--- config.mk ---
export PLATFORM = sky130hd
export DESIGN_NAME = acc_alu
export DESIGN_NICKNAME = d
export VERILOG_FILES = /design/src/rtl/acc_alu_pkg.sv /design/src/rtl/acc_alu_ctl.sv /design/src/rtl/acc_alu_sub.sv /design/src/rtl/acc_alu_swap.sv /design/src/rtl/acc_alu.sv
export SDC_FILE = /design/constraint.sdc
export NUM_CORES = 1
export LEC_CHECK = 0
export BUFFER_PORTS_ARGS = -buffer_cell sky130_fd_sc_hd__buf_2
export CELL_PAD_IN_SITES_DETAIL_PLACEMENT = 1
export CELL_PAD_IN_SITES_GLOBAL_PLACEMENT = 2
export CORE_MARGIN = 2
export CORE_UTILIZATION = 24
export CTS_BUF_LIST = sky130_fd_sc_hd__clkbuf_16
export DETAILED_ROUTE_END_ITERATION = 10
export HOLD_SLACK_MARGIN = 0.15
export PLACE_DENSITY = 0.71
export SLEW_MARGIN = 0
export SYNTH_ARGS = -nofsm -noshare
export SYNTH_HDL_FRONTEND = slang
export SYNTH_SLANG_ARGS = --single-unit
export TNS_END_PERCENT = 10
--- constraint.sdc ---
create_clock -name clk -period 4.3 [get_ports clk]
set_input_delay 0 -clock clk [delete_from_list [all_inputs] [get_ports clk]]
set_output_delay 0 -clock clk [all_outputs]
set_load 0.01 [all_outputs]
--- src/rtl/acc_alu_pkg.sv ---
package acc_alu_pkg;

   localparam int OP_W = 3;

   typedef enum logic [OP_W-1:0] {
      OP_IDLE    = 3'd0,
      OP_SUB_IMM = 3'd1,
      OP_SUB_M2A = 3'd2,
      OP_SUB_M2M = 3'd3,
      OP_SWP_M2M = 3'd4,
      OP_SWP_M2A = 3'd5
   } alu_op_e;

   typedef struct packed {
      logic ov;
      logic z;
      logic ac;
      logic c;
   } alu_flags_t;

endpackage

--- src/rtl/acc_alu_ctl.sv ---
module acc_alu_ctl
   import acc_alu_pkg::*;
(
   input  logic [OP_W-1:0] op,
   output logic            is_sub,
   output logic            use_imm,
   output logic            is_swap,
   output logic            to_mem,
   output logic            writes
);

   always_comb begin
      is_sub  = 1'b0;
      use_imm = 1'b0;
      is_swap = 1'b0;
      to_mem  = 1'b0;
      writes  = 1'b0;
      case (op)
         OP_SUB_IMM: begin
            is_sub  = 1'b1;
            use_imm = 1'b1;
            writes  = 1'b1;
         end
         OP_SUB_M2A: begin
            is_sub  = 1'b1;
            writes  = 1'b1;
         end
         OP_SUB_M2M: begin
            is_sub  = 1'b1;
            to_mem  = 1'b1;
            writes  = 1'b1;
         end
         OP_SWP_M2M: begin
            is_swap = 1'b1;
            to_mem  = 1'b1;
            writes  = 1'b1;
         end
         OP_SWP_M2A: begin
            is_swap = 1'b1;
            writes  = 1'b1;
         end
         default: ;
      endcase
   end

endmodule

--- src/rtl/acc_alu_sub.sv ---
module acc_alu_sub
   import acc_alu_pkg::*;
#(
   parameter int W     = 8,
   parameter int STYLE = 0
)(
   input  logic [W-1:0] a,
   input  logic [W-1:0] b,
   output logic [W-1:0] diff,
   output alu_flags_t   flg
);

   localparam int HALF = W / 2;

   logic no_borrow_half;
   logic no_borrow_full;

   generate
      if (STYLE == 0) begin : g_ripple
         logic [W:0] bw;
         assign bw[0] = 1'b0;
         for (genvar i = 0; i < W; i++) begin : g_bit
            assign diff[i]  = a[i] ^ b[i] ^ bw[i];
            assign bw[i+1]  = (~a[i] & b[i]) | (~(a[i] ^ b[i]) & bw[i]);
         end
         assign no_borrow_half = ~bw[HALF];
         assign no_borrow_full = ~bw[W];
      end else begin : g_native
         logic [W:0]    wide;
         logic [HALF:0] low;
         assign wide           = {1'b0, a} - {1'b0, b};
         assign low            = {1'b0, a[HALF-1:0]} - {1'b0, b[HALF-1:0]};
         assign diff           = wide[W-1:0];
         assign no_borrow_full = ~wide[W];
         assign no_borrow_half = ~low[HALF];
      end
   endgenerate

   always_comb begin
      flg.ov = (a[W-1] ^ b[W-1]) & (diff[W-1] ^ a[W-1]);
      flg.z  = ~|diff;
      flg.ac = no_borrow_half;
      flg.c  = no_borrow_full;
   end

endmodule

--- src/rtl/acc_alu_swap.sv ---
module acc_alu_swap #(
   parameter int W = 8
)(
   input  logic [W-1:0] din,
   output logic [W-1:0] dout
);

   localparam int HALF = W / 2;

   generate
      for (genvar i = 0; i < HALF; i++) begin : g_half
         assign dout[i]        = din[i + HALF];
         assign dout[i + HALF] = din[i];
      end
   endgenerate

endmodule

--- src/rtl/acc_alu.sv ---
module acc_alu
   import acc_alu_pkg::*;
#(
   parameter int DATA_W    = 8,
   parameter int SUB_STYLE = 0
)(
   input  logic              clk,
   input  logic              rst_n,
   input  logic              en,
   input  logic [OP_W-1:0]   op,
   input  logic [DATA_W-1:0] acc_in,
   input  logic [DATA_W-1:0] mem_in,
   input  logic [DATA_W-1:0] imm_in,
   output logic [DATA_W-1:0] res_q,
   output logic              dst_mem_q,
   output logic              wr_q,
   output logic              ov_q,
   output logic              z_q,
   output logic              ac_q,
   output logic              c_q
);

   generate
      if (DATA_W < 4 || (DATA_W % 2) != 0) begin : g_bad_width
         $error("acc_alu: DATA_W must be even and at least 4");
      end
      if (SUB_STYLE != 0 && SUB_STYLE != 1) begin : g_bad_style
         $error("acc_alu: SUB_STYLE must be 0 (ripple) or 1 (native)");
      end
   endgenerate

   logic              is_sub, use_imm, is_swap, to_mem, writes;
   logic [DATA_W-1:0] operand;
   logic [DATA_W-1:0] sub_diff;
   logic [DATA_W-1:0] swapped;
   logic [DATA_W-1:0] nxt_res;
   alu_flags_t        sub_flg;
   alu_flags_t        flags_q;

   acc_alu_ctl u_ctl (
      .op      (op),
      .is_sub  (is_sub),
      .use_imm (use_imm),
      .is_swap (is_swap),
      .to_mem  (to_mem),
      .writes  (writes)
   );

   assign operand = use_imm ? imm_in : mem_in;

   acc_alu_sub #(.W(DATA_W), .STYLE(SUB_STYLE)) u_sub (
      .a    (acc_in),
      .b    (operand),
      .diff (sub_diff),
      .flg  (sub_flg)
   );

   acc_alu_swap #(.W(DATA_W)) u_swap (
      .din  (mem_in),
      .dout (swapped)
   );

   always_comb begin
      if (is_sub)       nxt_res = sub_diff;
      else if (is_swap) nxt_res = swapped;
      else              nxt_res = res_q;
   end

   always_ff @(posedge clk) begin
      if (!rst_n) begin
         res_q     <= '0;
         dst_mem_q <= 1'b0;
         wr_q      <= 1'b0;
         flags_q   <= '0;
      end else begin
         wr_q <= en & writes;
         if (en & writes) begin
            res_q     <= nxt_res;
            dst_mem_q <= to_mem;
         end
         if (en & is_sub) begin
            flags_q <= sub_flg;
         end
      end
   end

   assign ov_q = flags_q.ov;
   assign z_q  = flags_q.z;
   assign ac_q = flags_q.ac;
   assign c_q  = flags_q.c;

endmodule

== Word level (Yosys, flattened, before mapping) ==
Cells that the tools add are included.
Word-level totals
  logic and storage cells: 86
  output and inout bits: 14
  bits in registers: 14
Operators by class
  reductions and logical operators: 8
  muxes and demuxes: 8
  eq/ne operators: 5
  bitwise gates (word level): 58
Operator list (count)
  $mux 8: 3
  $and 1x1->1: 18
  $not 1->1: 17
  $xor 1x1->1: 16
  $reduce_or 8->1: 1
  $or 1x1->1: 7
  $eq 3x2->1 const B: 2
  $eq 3x3->1 const B: 2
  $mux 1: 5
  $reduce_or 5->1: 1
  $reduce_or 2->1: 2
  $eq 3x1->1 const B: 1
  $reduce_or 3->1: 1
  $reduce_and 2->1: 1
  $reduce_bool 2->1: 1
  $logic_not 1->1: 1

== Depth between registers and ports, before layout ==
  word-level depth: 20
  mapped depth: 16
  gate-level depth less buffers: 14

== By module ==
Synthesis repeated with hierarchy kept, for this count alone.
Unflattened totals
  cells, all modules: 121
  area, all modules: 1101.1 µm²
Modules (own cells, without submodules)
  acc_alu: seq. area each 280.3 µm², times used 1, cells an instance 71, area an instance 716.9 µm²
  acc_alu_sub: seq. area each 0.0 µm², times used 1, cells an instance 34, area an instance 276.5 µm²
  acc_alu_swap: seq. area each 0.0 µm², times used 1, cells an instance 8, area an instance 60.1 µm²
  acc_alu_ctl: seq. area each 0.0 µm², times used 1, cells an instance 8, area an instance 47.5 µm²

== Worst setup path after synthesis ==
OpenSTA, ideal clock, no wires.
  path kind: input -> register
  start: in op[1]
  end: reg flags_q (netlist bit z_q)
  library setup time: 0.076 ns
  data required time: 4.224 ns
  cell stages on the path: 16
  arrival time: 4.033 ns
  path slack: 0.191 ns
  path through: buf_4 nor3b_2 buf_6 mux2_2 ha_1 inv_1 fa_1 fa_1 fa_1 fa_1 fa_1 fa_1 fa_1 nor4b_1 nand4_1 a21boi_0
On the way
  word-level cells in the longest chain between the ends: 20
Ends and longest elaborated chain
  start: declaration: RTL line acc_alu.sv:10  | input logic [OP_W-1:0] op,
  $eq 3x1->1: RTL line acc_alu_ctl.sv:18  | case (op)
  $mux 1: RTL line acc_alu_ctl.sv:18
  $mux 8: RTL line acc_alu.sv:49  | assign operand = use_imm ? imm_in : mem_in;
  $xor 1x1->1: RTL line acc_alu_sub.sv:23, acc_alu_sub.sv:24
  $not 1->1: RTL line acc_alu_sub.sv:24  | assign bw[i+1] = (~a[i] & b[i]) | (~(a[i] ^ b[i]) & bw[i]);
  $and 1x1->1: RTL line acc_alu_sub.sv:24
  $or 1x1->1: RTL line acc_alu_sub.sv:24
  $and 1x1->1: RTL line acc_alu_sub.sv:24
  [... 4 more ...]
  $or 1x1->1: RTL line acc_alu_sub.sv:24
  $and 1x1->1: RTL line acc_alu_sub.sv:24
  $or 1x1->1: RTL line acc_alu_sub.sv:24
  $and 1x1->1: RTL line acc_alu_sub.sv:24
  $or 1x1->1: RTL line acc_alu_sub.sv:24
  $xor 1x1->1: RTL line acc_alu_sub.sv:23  | assign diff[i] = a[i] ^ b[i] ^ bw[i];
  $reduce_or 8->1: RTL line acc_alu_sub.sv:41  | flg.z = ~|diff;
  $logic_not 1->1: RTL line acc_alu_sub.sv:41
  end signal: assignment: RTL line acc_alu.sv:82  | flags_q <= sub_flg;
  end: declaration: RTL line acc_alu.sv:38  | alu_flags_t flags_q;
Parallel ways exist; a longest one is shown, timed or not.
A chain may end at the register's enable or synchronous reset.

== Worst setup path after layout ==
  start: in mem_in[1]
  end: reg flags_q (netlist bit z_q)
On the way
  word-level cells in the longest chain between the ends: 18
Ends and longest elaborated chain
  start: declaration: RTL line acc_alu.sv:12  | input logic [DATA_W-1:0] mem_in,
  $mux 8 *: RTL line acc_alu.sv:49
  $xor 1x1->1: RTL line acc_alu_sub.sv:23, acc_alu_sub.sv:24
  $not 1->1: RTL line acc_alu_sub.sv:24
  $and 1x1->1: RTL line acc_alu_sub.sv:24
  $or 1x1->1: RTL line acc_alu_sub.sv:24
  $and 1x1->1: RTL line acc_alu_sub.sv:24
  $or 1x1->1: RTL line acc_alu_sub.sv:24
  $and 1x1->1: RTL line acc_alu_sub.sv:24
  [... 2 more ...]
  $or 1x1->1: RTL line acc_alu_sub.sv:24
  $and 1x1->1: RTL line acc_alu_sub.sv:24
  $or 1x1->1: RTL line acc_alu_sub.sv:24
  $and 1x1->1: RTL line acc_alu_sub.sv:24
  $or 1x1->1: RTL line acc_alu_sub.sv:24
  $xor 1x1->1: RTL line acc_alu_sub.sv:23
  $reduce_or 8->1 *: RTL line acc_alu_sub.sv:41
  $logic_not 1->1 *: RTL line acc_alu_sub.sv:41
Every way passes the cells marked *; elsewhere a longest branch is shown, timed or not.

==> flow_summary.yaml <==
run_status:
  status: "complete, no violations"
detailed_routing:
  drc: 0
  vias_per_cell: 4.84
  vias: 943
  drtIter0Drc: 21
  ant_nets: 0
  wl_per_cell_um: 16.1
  first_pass_iters: 4
  drt-total-wl_mm: 3.14
floorplanning:
  io_pins: 44
  coreArea_mm2: 0.00397
  fp.dieH_um: 67.9
  start_util: 0.247
  dieArea_mm2: 0.00461
  rows: 23
  die_w_um: 67.9
cts:
  cts_num_sinks: 14
  clk_path_buf_depth: 2
  clk_latency_ns: 0.24
  numCtsBuffers: 3
  htree_levels: 1
  cts.clk_slew.worst_paths_ns: 0.05
  cts_setup_buffers: 0
  ctsRootBufferMaster: "clkbuf_16"
  cts_tree: "built"
synth:
  synthFlopType: "dfxtp_1"
  synth_top_area_share: 0.286
  yosysWarningCount: 0
  synth.avg_cell_area_um2: 10.4
  syn_area_um2: 981
  yosysTopAreaCell: "dfxtp_1"
  syn-num-nets: 133
  synth-edff-count: 0
  ys_seq_area_frac: 0.286
  ys_seq_elements: 14
  async_reset_ff_frac: 0
  synth.area.top_cells: "dfxtp_1, fa_1, o221a_2"
  synth_cell_types: 42
  netlist_instances: 94
sta:
  min_period_over_period: 0.939
  finalHoldWorstSlack_ns: 0.148
  clock_skew_ns: 0
  max_slew_margin: 0.768
  fmax_mhz: 248
  rsz0062_at_grt: "false"
  drv_slew: 0
  setup_viol: 0
  tns_ns: 0
  hold_viol: 0
  tightest_slew_ns: 0.345
  period_needed_ns: 4.04
critical_path:
  critPathBufInv: 2
  crit_chain: "dlygate4sd3_1 > buf_2 > mux2i_1 > fa_1 > fa_1 > fa_1 > fa_1 > fa_1 > fa_1 > fa_1 > nor4b_1 > nand4_1 > a21boi_0"
  critical_path_class: "in -> reg"
  crit_path_max_fanout: 3
  crit_required_ns: 4.47
  cp-start-kind: "primary input"
  slowest_stage: "dlygate4sd3_1"
  critPathMaxStageDelay_ns: 0.52
  cp_top_family: "adder cells"
  end_kind: "register"
  path_common_cell: "fa_1"
  worstPathArrival_ns: 4.21
layout:
  nets: 185
  final_core_util: 0.347
  drive_gt1_frac: 0.441
  diodes: 0
  instances_no_fill: 195
  syn2layout_area_growth_pct: 40.6
min_path:
  min_path_type: "in -> reg"
global_routing:
  gr-total-overflow: 0
  grtUsageTotal: 0.150
  grt_pass1_wl_mm: 5.01
  grt_max_degree: 17
  grt_antenna_before_repair: 0
  first_global_vias: 1007
placed_design:
  dp.cells: 186
  dpl.hpwl_mm: 2.54
  gp_congestion: 0.834
  portBuffers: 43
pwr:
  power_density_mw_per_mm2: 324
  peakVddDrop_uv: 107
  p_leak_nw: 0.609
run:
  maxCapViolCount: 0
[area by class of cell]
cell class	instances	area (um2)
clock buffers	3	75.1
flip-flops and latches	14	280
fillers	472	2590
well taps	50	62.6
clock inverters	1	3.75
multi-input cells	68	636
inverters	7	26.3
repair buffers	52	295
[Yosys cell counts, types with 2 or more instances]
cell      count
buf_6         2
mux2i_1       5
ha_1          2
fa_1          7
o21ai_0       4
nor2_1        3
inv_1         6
a21boi_0      3
nand2_1       2
nand3_1       2
o21a_1        6
dfxtp_1      14
a21oi_1       2
nand3b_1      3
o221a_2       6
[repair_timing]
action,4_1_cts,5_1_grt
hold buffers,5,0
resized for setup,0,0
setup endpoints to repair,0,0
hold endpoints to repair,5,0
[cells by family (layout without fill, tap and decap cells)]
kind of cell	after synthesis	after routing	synth area share
simple gates	19	19	0.117
fa+ha+maj	9	9	0.168
flops	14	14	0.286
buf+inv	12	63	0.0663
xor+xnor	1	1	0.00893
mux	7	7	0.0778
compound gates	32	32	0.276
[sequential cells by signal (all words and copies together) (netlist names)]
name / flops
ac_q: 1
c_q: 1
dst_mem_q: 1
ov_q: 1
res_q: 8
wr_q: 1
z_q: 1
[placed cells by master, fill, tap and decap left out, drive strengths merged, types with 4 or more instances in the layout]
master | Yosys | routed
o221a | 6 | 6
o21ai | 4 | 4
o21a | 6 | 6
fa | 7 | 7
mux2i | 5 | 5
inv | 7 | 7
a21boi | 5 | 5
dlygate4sd3 | 0 | 5
dfxtp | 14 | 14
buf | 4 | 47
[through the flow]
stage | setup slack (ns) | instance area [um2] | total power, mW
after global routing | 0.0444 | 1380 | 0.470
after global placement | 0.189 | 1250 | 0.262
after CTS | 0.237 | 1380 | 0.452
after detailed placement | 0.0219 | 1250 | 0.264
final | 0.263 | 1380 | 0.446
after floorplan | 0.191 | 981 | 0.216
[metal layers]
metal / wire (um) / vias up / GRT usage
met5: 0 / - / 0
met4: 44 / 0 / 0.0525
met2: 1470 / 32 / 0.257
met1: 1420 / 459 / 0.184
li1: - / 448 / -
met3: 212 / 4 / 0.0329
[worst paths after layout]
path | from | end | slack (ns) | depth (start not counted)
setup / recovery | mem_in[1] | z_q | 0.26 | 13
setup reg to reg | res_q[3] | res_q[3] | 2.87 | 3
hold reg to reg | c_q | c_q | 0.48 | 2
hold / removal | mem_in[0] | res_q[4] | 0.15 | 3
[worst register-to-register path, cell delays in order (launching register included)]
cell and delay (ns):
dfxtp_1 0.32, o41ai_1 0.36, a211oi_1 0.08, dlygate4sd3_1 0.56
[report_power, final]
| part | leakage (nW) | internal, mW | switching [mW] |
|---|---|---|---|
| sequential | 0.115 | 0.139 | 0.00472 |
| clock | 0.0385 | 0.123 | 0.0587 |
| combinational | 0.455 | 0.0588 | 0.0613 |
| total | 0.609 | 0.322 | 0.125 |
Power figures use the tool's default switching activity.
